==> config.mk <==
export PLATFORM = sky130hd
export DESIGN_NAME = fwc_cfg_port
export DESIGN_NICKNAME = d
export VERILOG_FILES = /design/src/rtl/fwc_pkg.sv /design/src/rtl/fwc_desc_table.sv /design/src/rtl/fwc_byte_ram.sv /design/src/rtl/fwc_cursor.sv /design/src/rtl/fwc_cfg_port.sv
export SDC_FILE = /design/constraint.sdc
export NUM_CORES = 2
export LEC_CHECK = 0
export BUFFER_PORTS_ARGS = -buffer_cell sky130_fd_sc_hd__buf_2
export CAP_MARGIN = 20
export CELL_PAD_IN_SITES_DETAIL_PLACEMENT = 0
export CELL_PAD_IN_SITES_GLOBAL_PLACEMENT = 2
export CORE_ASPECT_RATIO = 1.2
export CORE_UTILIZATION = 25
export CTS_CLUSTER_DIAMETER = 30
export DETAILED_ROUTE_END_ITERATION = 12
export PLACE_DENSITY = 0.46
export SLEW_MARGIN = 20
export SYNTH_ARGS = -nofsm -noshare
export SYNTH_HDL_FRONTEND = slang
export SYNTH_SLANG_ARGS = --single-unit
==> constraint.sdc <==
create_clock -name clk_i -period 8.5 [get_ports clk_i]
set_input_delay 0 -clock clk_i [delete_from_list [all_inputs] [get_ports clk_i]]
set_output_delay 0 -clock clk_i [all_outputs]
set_load 0.02 [all_outputs]
==> src/rtl/fwc_pkg.sv <==
package fwc_pkg;
  localparam int          KEY_W       = 16;
  localparam int          BANK_BIT    = 15;
  localparam int          WR_BIT      = 14;
  localparam int          IDX_FIELD_W = 14;
  localparam logic [15:0] KEY_INVALID = 16'hFFFF;

  typedef enum logic [1:0] {
    ACC_NONE,
    ACC_SEL,
    ACC_RD,
    ACC_WR
  } acc_e;

  // only exact-size accesses to each window do anything
  function automatic acc_e classify(input logic valid, input logic write,
                                    input logic win, input logic half);
    acc_e a;
    a = ACC_NONE;
    if (valid) begin
      if (!win && write && half)       a = ACC_SEL;
      else if (win && !half && !write) a = ACC_RD;
      else if (win && !half && write)  a = ACC_WR;
    end
    return a;
  endfunction
endpackage

==> src/rtl/fwc_desc_table.sv <==
module fwc_desc_table #(
  parameter int NUM_ENTRIES = 32,
  parameter int AW          = 8,
  parameter int LEN_W       = 16,
  parameter int IDX_W       = $clog2(NUM_ENTRIES)
) (
  input  logic             clk_i,
  input  logic             rst_ni,
  input  logic             we_i,
  input  logic             wbank_i,
  input  logic [IDX_W-1:0] widx_i,
  input  logic [AW-1:0]    wbase_i,
  input  logic [LEN_W-1:0] wlen_i,
  input  logic             rbank_i,
  input  logic [IDX_W-1:0] ridx_i,
  output logic [AW-1:0]    rbase_o,
  output logic [LEN_W-1:0] rlen_o
);
  localparam int NBANK = 2;

  logic [AW-1:0]    bank_base [NBANK];
  logic [LEN_W-1:0] bank_len  [NBANK];

  for (genvar b = 0; b < NBANK; b++) begin : g_bank
    logic [AW-1:0]    base_q [NUM_ENTRIES];
    logic [LEN_W-1:0] len_q  [NUM_ENTRIES];

    always_ff @(posedge clk_i or negedge rst_ni) begin
      if (!rst_ni) begin
        for (int i = 0; i < NUM_ENTRIES; i++) begin
          base_q[i] <= '0;
          len_q[i]  <= '0;
        end
      end else if (we_i && (wbank_i == b[0])) begin
        base_q[widx_i] <= wbase_i;
        len_q[widx_i]  <= wlen_i;
      end
    end

    assign bank_base[b] = base_q[ridx_i];
    assign bank_len[b]  = len_q[ridx_i];
  end

  assign rbase_o = bank_base[rbank_i];
  assign rlen_o  = bank_len[rbank_i];
endmodule

==> src/rtl/fwc_byte_ram.sv <==
module fwc_byte_ram #(
  parameter int DEPTH = 256,
  parameter int AW    = $clog2(DEPTH)
) (
  input  logic          clk_i,
  input  logic          pl_we_i,
  input  logic [AW-1:0] pl_addr_i,
  input  logic [7:0]    pl_data_i,
  input  logic          bus_we_i,
  input  logic [AW-1:0] bus_addr_i,
  input  logic [7:0]    bus_data_i,
  input  logic [AW-1:0] rd_addr_i,
  output logic [7:0]    rd_data_o
);
  logic [7:0] mem_q [DEPTH];

  // preload takes the single write port when both request it
  always_ff @(posedge clk_i) begin
    if (pl_we_i)       mem_q[pl_addr_i]  <= pl_data_i;
    else if (bus_we_i) mem_q[bus_addr_i] <= bus_data_i;
  end

  assign rd_data_o = mem_q[rd_addr_i];
endmodule

==> src/rtl/fwc_cursor.sv <==
module fwc_cursor
  import fwc_pkg::*;
#(
  parameter int NUM_ENTRIES = 32,
  parameter int AW          = 8,
  parameter int LEN_W       = 16,
  parameter int IDX_W       = $clog2(NUM_ENTRIES)
) (
  input  logic             clk_i,
  input  logic             rst_ni,
  input  logic             bus_valid_i,
  input  logic             bus_write_i,
  input  logic             bus_win_i,
  input  logic             bus_half_i,
  input  logic [15:0]      bus_wdata_i,
  input  logic [AW-1:0]    ent_base_i,
  input  logic [LEN_W-1:0] ent_len_i,
  input  logic [7:0]       ram_rdata_i,
  output logic             ent_bank_o,
  output logic [IDX_W-1:0] ent_idx_o,
  output logic [AW-1:0]    ram_addr_o,
  output logic             ram_we_o,
  output logic [7:0]       ram_wdata_o,
  output logic             rsp_valid_o,
  output logic [7:0]       rsp_rdata_o,
  output logic             sel_hit_o,
  output logic             done_o,
  output logic             done_bank_o,
  output logic [IDX_W-1:0] done_idx_o
);
  logic [KEY_W-1:0] key_q;
  logic [LEN_W-1:0] off_q, off_d;
  logic [LEN_W:0]   off_inc;
  logic             in_range, rd_ok, wr_ok, fill_last;
  acc_e             acc;

  assign acc       = classify(bus_valid_i, bus_write_i, bus_win_i, bus_half_i);
  assign sel_hit_o = (key_q != KEY_INVALID);
  assign in_range  = (off_q < ent_len_i);
  assign off_inc   = {1'b0, off_q} + 1'b1;
  assign fill_last = (off_inc == {1'b0, ent_len_i});

  assign rd_ok = (acc == ACC_RD) && sel_hit_o && in_range;
  assign wr_ok = (acc == ACC_WR) && sel_hit_o && key_q[WR_BIT] && in_range;

  assign ent_bank_o  = key_q[BANK_BIT];
  assign ent_idx_o   = key_q[IDX_W-1:0];
  assign ram_addr_o  = ent_base_i + AW'(off_q);
  assign ram_we_o    = wr_ok;
  assign ram_wdata_o = bus_wdata_i[7:0];

  always_comb begin
    off_d = off_q;
    if (acc == ACC_SEL)  off_d = '0;
    else if (rd_ok)      off_d = off_inc[LEN_W-1:0];
    else if (wr_ok)      off_d = fill_last ? '0 : off_inc[LEN_W-1:0];
  end

  always_ff @(posedge clk_i or negedge rst_ni) begin
    if (!rst_ni) begin
      key_q <= '0;
      off_q <= '0;
    end else begin
      off_q <= off_d;
      if (acc == ACC_SEL) begin
        if (bus_wdata_i[IDX_FIELD_W-1:0] >= IDX_FIELD_W'(NUM_ENTRIES)) key_q <= KEY_INVALID;
        else                                                           key_q <= bus_wdata_i;
      end
    end
  end

  always_ff @(posedge clk_i or negedge rst_ni) begin
    if (!rst_ni) begin
      rsp_valid_o <= 1'b0;
      rsp_rdata_o <= '0;
      done_o      <= 1'b0;
      done_bank_o <= 1'b0;
      done_idx_o  <= '0;
    end else begin
      rsp_valid_o <= bus_valid_i && !bus_write_i;
      rsp_rdata_o <= rd_ok ? ram_rdata_i : 8'h00;
      done_o      <= wr_ok && fill_last;
      if (wr_ok && fill_last) begin
        done_bank_o <= key_q[BANK_BIT];
        done_idx_o  <= key_q[IDX_W-1:0];
      end
    end
  end

  AST_RSP_FOLLOWS_READ: assert property (@(posedge clk_i) disable iff (!rst_ni)
    (bus_valid_i && !bus_write_i) |=> rsp_valid_o);
  AST_RSP_NEEDS_READ: assert property (@(posedge clk_i) disable iff (!rst_ni)
    rsp_valid_o |-> $past(bus_valid_i && !bus_write_i));
  AST_SEL_REWINDS: assert property (@(posedge clk_i) disable iff (!rst_ni)
    (acc == ACC_SEL) |=> (off_q == '0));
  AST_INVALID_READS_ZERO: assert property (@(posedge clk_i) disable iff (!rst_ni)
    ((acc == ACC_RD) && !sel_hit_o) |=> (rsp_rdata_o == 8'h00));
  AST_DEAD_READ_HOLDS: assert property (@(posedge clk_i) disable iff (!rst_ni)
    ((acc == ACC_RD) && !in_range) |=> $stable(off_q));
  AST_WRITE_NEEDS_FLAG: assert property (@(posedge clk_i) disable iff (!rst_ni)
    ram_we_o |-> (sel_hit_o && key_q[WR_BIT]));
  AST_DONE_REWINDS: assert property (@(posedge clk_i) disable iff (!rst_ni)
    done_o |-> (off_q == '0));
  AST_DONE_AFTER_WRITE: assert property (@(posedge clk_i) disable iff (!rst_ni)
    done_o |-> $past(ram_we_o));
  AST_IGNORED_KEEPS_KEY: assert property (@(posedge clk_i) disable iff (!rst_ni)
    (bus_valid_i && (acc != ACC_SEL)) |=> $stable(key_q));
endmodule

==> src/rtl/fwc_cfg_port.sv <==
module fwc_cfg_port #(
  parameter int NUM_ENTRIES = 32,
  parameter int DATA_DEPTH  = 256,
  parameter int LEN_W       = 16,
  localparam int AW         = $clog2(DATA_DEPTH),
  localparam int IDX_W      = $clog2(NUM_ENTRIES)
) (
  input  logic             clk_i,
  input  logic             rst_ni,
  input  logic             bus_valid_i,
  input  logic             bus_write_i,
  input  logic             bus_win_i,
  input  logic             bus_half_i,
  input  logic [15:0]      bus_wdata_i,
  output logic             rsp_valid_o,
  output logic [7:0]       rsp_rdata_o,
  output logic             sel_hit_o,
  output logic             done_o,
  output logic             done_bank_o,
  output logic [IDX_W-1:0] done_idx_o,
  input  logic             pl_we_i,
  input  logic [AW-1:0]    pl_addr_i,
  input  logic [7:0]       pl_data_i,
  input  logic             dsc_we_i,
  input  logic             dsc_bank_i,
  input  logic [IDX_W-1:0] dsc_idx_i,
  input  logic [AW-1:0]    dsc_base_i,
  input  logic [LEN_W-1:0] dsc_len_i
);
  logic             ent_bank;
  logic [IDX_W-1:0] ent_idx;
  logic [AW-1:0]    ent_base, ram_addr;
  logic [LEN_W-1:0] ent_len;
  logic [7:0]       ram_rdata, ram_wdata;
  logic             ram_we;

  fwc_desc_table #(
    .NUM_ENTRIES(NUM_ENTRIES), .AW(AW), .LEN_W(LEN_W), .IDX_W(IDX_W)
  ) u_desc (
    .clk_i   (clk_i),
    .rst_ni  (rst_ni),
    .we_i    (dsc_we_i),
    .wbank_i (dsc_bank_i),
    .widx_i  (dsc_idx_i),
    .wbase_i (dsc_base_i),
    .wlen_i  (dsc_len_i),
    .rbank_i (ent_bank),
    .ridx_i  (ent_idx),
    .rbase_o (ent_base),
    .rlen_o  (ent_len)
  );

  fwc_byte_ram #(
    .DEPTH(DATA_DEPTH), .AW(AW)
  ) u_ram (
    .clk_i      (clk_i),
    .pl_we_i    (pl_we_i),
    .pl_addr_i  (pl_addr_i),
    .pl_data_i  (pl_data_i),
    .bus_we_i   (ram_we),
    .bus_addr_i (ram_addr),
    .bus_data_i (ram_wdata),
    .rd_addr_i  (ram_addr),
    .rd_data_o  (ram_rdata)
  );

  fwc_cursor #(
    .NUM_ENTRIES(NUM_ENTRIES), .AW(AW), .LEN_W(LEN_W), .IDX_W(IDX_W)
  ) u_cursor (
    .clk_i       (clk_i),
    .rst_ni      (rst_ni),
    .bus_valid_i (bus_valid_i),
    .bus_write_i (bus_write_i),
    .bus_win_i   (bus_win_i),
    .bus_half_i  (bus_half_i),
    .bus_wdata_i (bus_wdata_i),
    .ent_base_i  (ent_base),
    .ent_len_i   (ent_len),
    .ram_rdata_i (ram_rdata),
    .ent_bank_o  (ent_bank),
    .ent_idx_o   (ent_idx),
    .ram_addr_o  (ram_addr),
    .ram_we_o    (ram_we),
    .ram_wdata_o (ram_wdata),
    .rsp_valid_o (rsp_valid_o),
    .rsp_rdata_o (rsp_rdata_o),
    .sel_hit_o   (sel_hit_o),
    .done_o      (done_o),
    .done_bank_o (done_bank_o),
    .done_idx_o  (done_idx_o)
  );
endmodule

==> flow_metrics.py <==
metrics = {
    "outcome": {
        "status": "finished clean",
    },
    "floorplan": {
        "fp.dieW_um": 715.3,
        "initial_utilization": 0.2508,
        "die_h_um": 858,
        "rows": 314,
        "ios": 87,
        "die_area_um2": 613800,
        "coreArea_um2": 608600,
    },
    "global_route": {
        "grt_use_met3": 0.02941,
        "grt_usage": 0.1667,
        "grt_pass1_vias": 91780,
        "grt_pass1_wl_mm": 732.6,
        "grt_use_met2": 0.2934,
        "grt_antenna_before_repair": 37,
        "overflow": 0,
        "grt_max_degree": 187,
        "top_usage_layer": "met2",
        "use_met1": 0.2098,
    },
    "critical_path": {
        "start_kind": "flop",
        "arrival_ns": 9.13,
        "path_class": "reg2reg",
        "critical_path_peak_fanout": 79,
        "cp.required_ns": 9.46,
        "endpoint_kind": "flop",
    },
    "placement": {
        "io_buffers": 86,
        "place_area_um2": 165500,
        "hpwl_mm": 322.5,
        "place_ws_ns": 0.2568,
        "place_congestion": 0.7480,
    },
    "sta": {
        "min_period_ns": 8.170,
        "worstMarginPinSlew_ns": 1.133,
        "setup_slack_ns": 0.3296,
        "relSlewSlack": 0.2416,
        "timing.final.crit_share": 0.9612,
        "setup_viol": 0,
        "maxSlewViolCount": 0,
        "fmax_mhz": 122.4,
        "hold_violations": 0,
        "fin_worst_skew_ns": 0.1456,
        "rsz0062_at_grt": "false",
        "fin_tns_setup_ns": 0,
    },
    "layout": {
        "layout-drive-gt1-share": 0.4831,
        "finalInstanceArea_um2": 198500,
        "utilization": 0.3262,
        "area_growth_pct": 30.03,
        "fin_nets": 9166,
        "fill_cells": 58080,
    },
    "clock_network": {
        "cts_made_buffers": 888,
        "cts_root_buffer": "clkbuf_16",
        "cts_buffer_depth": 4,
        "cts_tree": "built",
        "htree_levels": 6,
        "clk_latency_ns": 1.16,
        "cts_hold_buf": 105,
        "clk_pin_slew_ns": 0.05,
        "cts_sinks": 3632,
        "post_cts_buffers": 0,
        "ctsResizeCount": 0,
    },
    "synthesis": {
        "synth_adder_area_share": 0.002098,
        "synth_compound_area_frac": 0.01719,
        "yosysWarningCount": 0,
        "ys_types": 80,
        "synth-xor-area-share": 0.001533,
        "avgSynthCellArea_um2": 18.58,
        "ys_seq_elements": 3632,
        "yosys.area_share.simple": 0.02118,
        "synthArstFlopShare": 0.4361,
        "netlist_instances": 8215,
        "ys_seq_area_frac": 0.6625,
        "syn-num-nets": 8310,
        "mappedNetlistArea_um2": 152700,
        "synth-edff-count": 2048,
        "yosys-top-cells-area": "edfxtp_1 (40%), dfrtp_1 (26%), mux4_2 (15%), mux2_2 (12%), mux2i_1 (1.2%)",
        "synth_top_area_frac": 0.4029,
        "synth_top_family_by_area": "multiplexers",
        "synth_flop_cell": "edfxtp_1",
        "synthMuxAreaShare": 0.2765,
        "synth.largest_area_cell": "edfxtp_1",
    },
    "routing": {
        "wl_per_cell_um": 28.89,
        "totalWireLength_mm": 517.8,
        "routed-via-count": 82810,
        "drtIter0Drc": 4981,
        "via_per_inst": 4.621,
        "ant_nets": 0,
        "drc": 0,
        "dr.pass1.iters": 5,
    },
    "power": {
        "power_leakage_uw": 0.07613,
        "powerDensity_nw_per_um2": 346.1,
        "ir_drop_uv": 291.2,
    },
    "run": {
        "cap_violations": 0,
    },
    "hold_path": {
        "hold_class": "in2reg",
    },
}
## registers in the layout, summed over array words and instances, names as in the netlist
name,count
u_desc.g_bank.base_q,512
u_cursor.done_o,1
u_cursor.done_bank_o,1
u_ram.mem_q,2048
u_cursor.rsp_rdata_o,8
u_cursor.key_q,16
u_cursor.rsp_valid_o,1
u_desc.g_bank.len_q,1024
u_cursor.off_q,16
u_cursor.done_idx_o,5
## stage by stage
step / hold WS [ns] / power, uW / std cells
final: 0.1112 / 68700 / 17920
after global routing: 0.07300 / 71220 / 17900
after CTS: 0.006171 / 69890 / 17900
after detailed placement: 0.01446 / 34140 / 16130
after global placement: 0.009781 / 34050 / 16130
after floorplan: -0.2956 / 28800 / 8215
## worst max-delay path, stage by stage (launching register included)
cell and delay, ns:
dfrtp_4 0.87, buf_12 0.33, buf_4 0.26, mux4_2 0.51, mux4_2 0.51, mux4_2 0.60
ha_4 0.22, fa_4 0.93, buf_12 0.26, buf_12 0.41, mux4_2 0.42, mux4_2 0.50
nor2b_1 0.18, a211oi_1 0.66, a211oi_1 0.14, buf_4 0.20, a211oi_1 0.70, nor3_1 0.13
## cells in the final DEF (no fill, tap or decap), types with 16 or more instances in the layout
master and count:
mux2i_1 182, a22oi_1 46, clkinv_4 44, clkbuf_16 893
clkbuf_8 89, bufinv_16 144, dlygate4sd3_1 102, clkinv_1 64
inv_6 36, buf_4 359, a21oi_1 104, buf_2 82
nand2_2 16, nor2b_1 48, dfrtp_1 1578, nor3_1 26
diode_2 23, nand3_1 24, edfxtp_1 2048, clkinvlp_4 91
ha_1 23, clkinv_16 22, mux2_2 1568, nand2_1 116
a211oi_1 67, nor2_1 303, clkbuf_1 92, mux4_2 995
o21ai_0 38, and2_1 19, clkinv_2 165, nor2_4 49
buf_12 78
## Yosys cell counts, drive strengths merged (27+ instances only)
cell type	count
clkbuf	476
a211oi	67
nand2	140
nor3	27
nor2b	51
a21oi	110
mux2	1568
nor2	366
dfrtp	1584
a22oi	46
edfxtp	2048
mux4	1007
buf	188
mux2i	182
o21ai	39
## metal layers
layer	share of wire	wire length, um	up-vias
met5	0.00012	63	-
met4	0.027	14010	10
met3	0.042	21730	821
met2	0.51	265100	1845
met1	0.42	216900	45570
li1	-	-	34560
## final cells by class
type                       count  area (um^2)  share of cell area
clock buffer                1074        23920              0.1205
timing repair buffer         630         5878             0.02961
tap                         8058        10080             0.05079
antenna                       23        57.56           0.0002899
sequential                  3632       101200              0.5096
inverter                      11        47.55           0.0002395
clock inverter               585         7815             0.03937
multi-input combinational   3908        49550              0.2496
## worst paths after layout
path | from | endpoint | slack [ns] | depth (start not counted)
max in group asynchronous | rst_ni | u_desc.g_bank[0].base_q[23] | 6.47 | 5
min in group asynchronous | rst_ni | u_desc.g_bank[1].len_q[30] | 0.18 | 4
worst max register to register | u_cursor.key_q[0] | u_cursor.rsp_rdata_o[1] | 0.33 | 17
worst min register to register | u_cursor.key_q[6] | u_cursor.key_q[6] | 0.49 | 1
worst max-delay path | u_cursor.key_q[0] | u_cursor.rsp_rdata_o[1] | 0.33 | 17
worst min-delay path | pl_we_i | u_ram.mem_q[58][2] | 0.11 | 4
## power by group
part           internal (uW)  total [uW]  switching (uW)
logic                   6240       13200            6920
registers              19700       20300             537
clock network          24300       35300           11000
total                  50200       68700           18500
## logic make-up after synthesis
kind of cell    count (synthesis)
compound gates                389
buf+inv                       675
fa+ha+maj                      25
xor+xnor                       25
mux                          2757
simple gates                  712
flops                        3632
No activity file was read; power rests on OpenSTA's default activity.
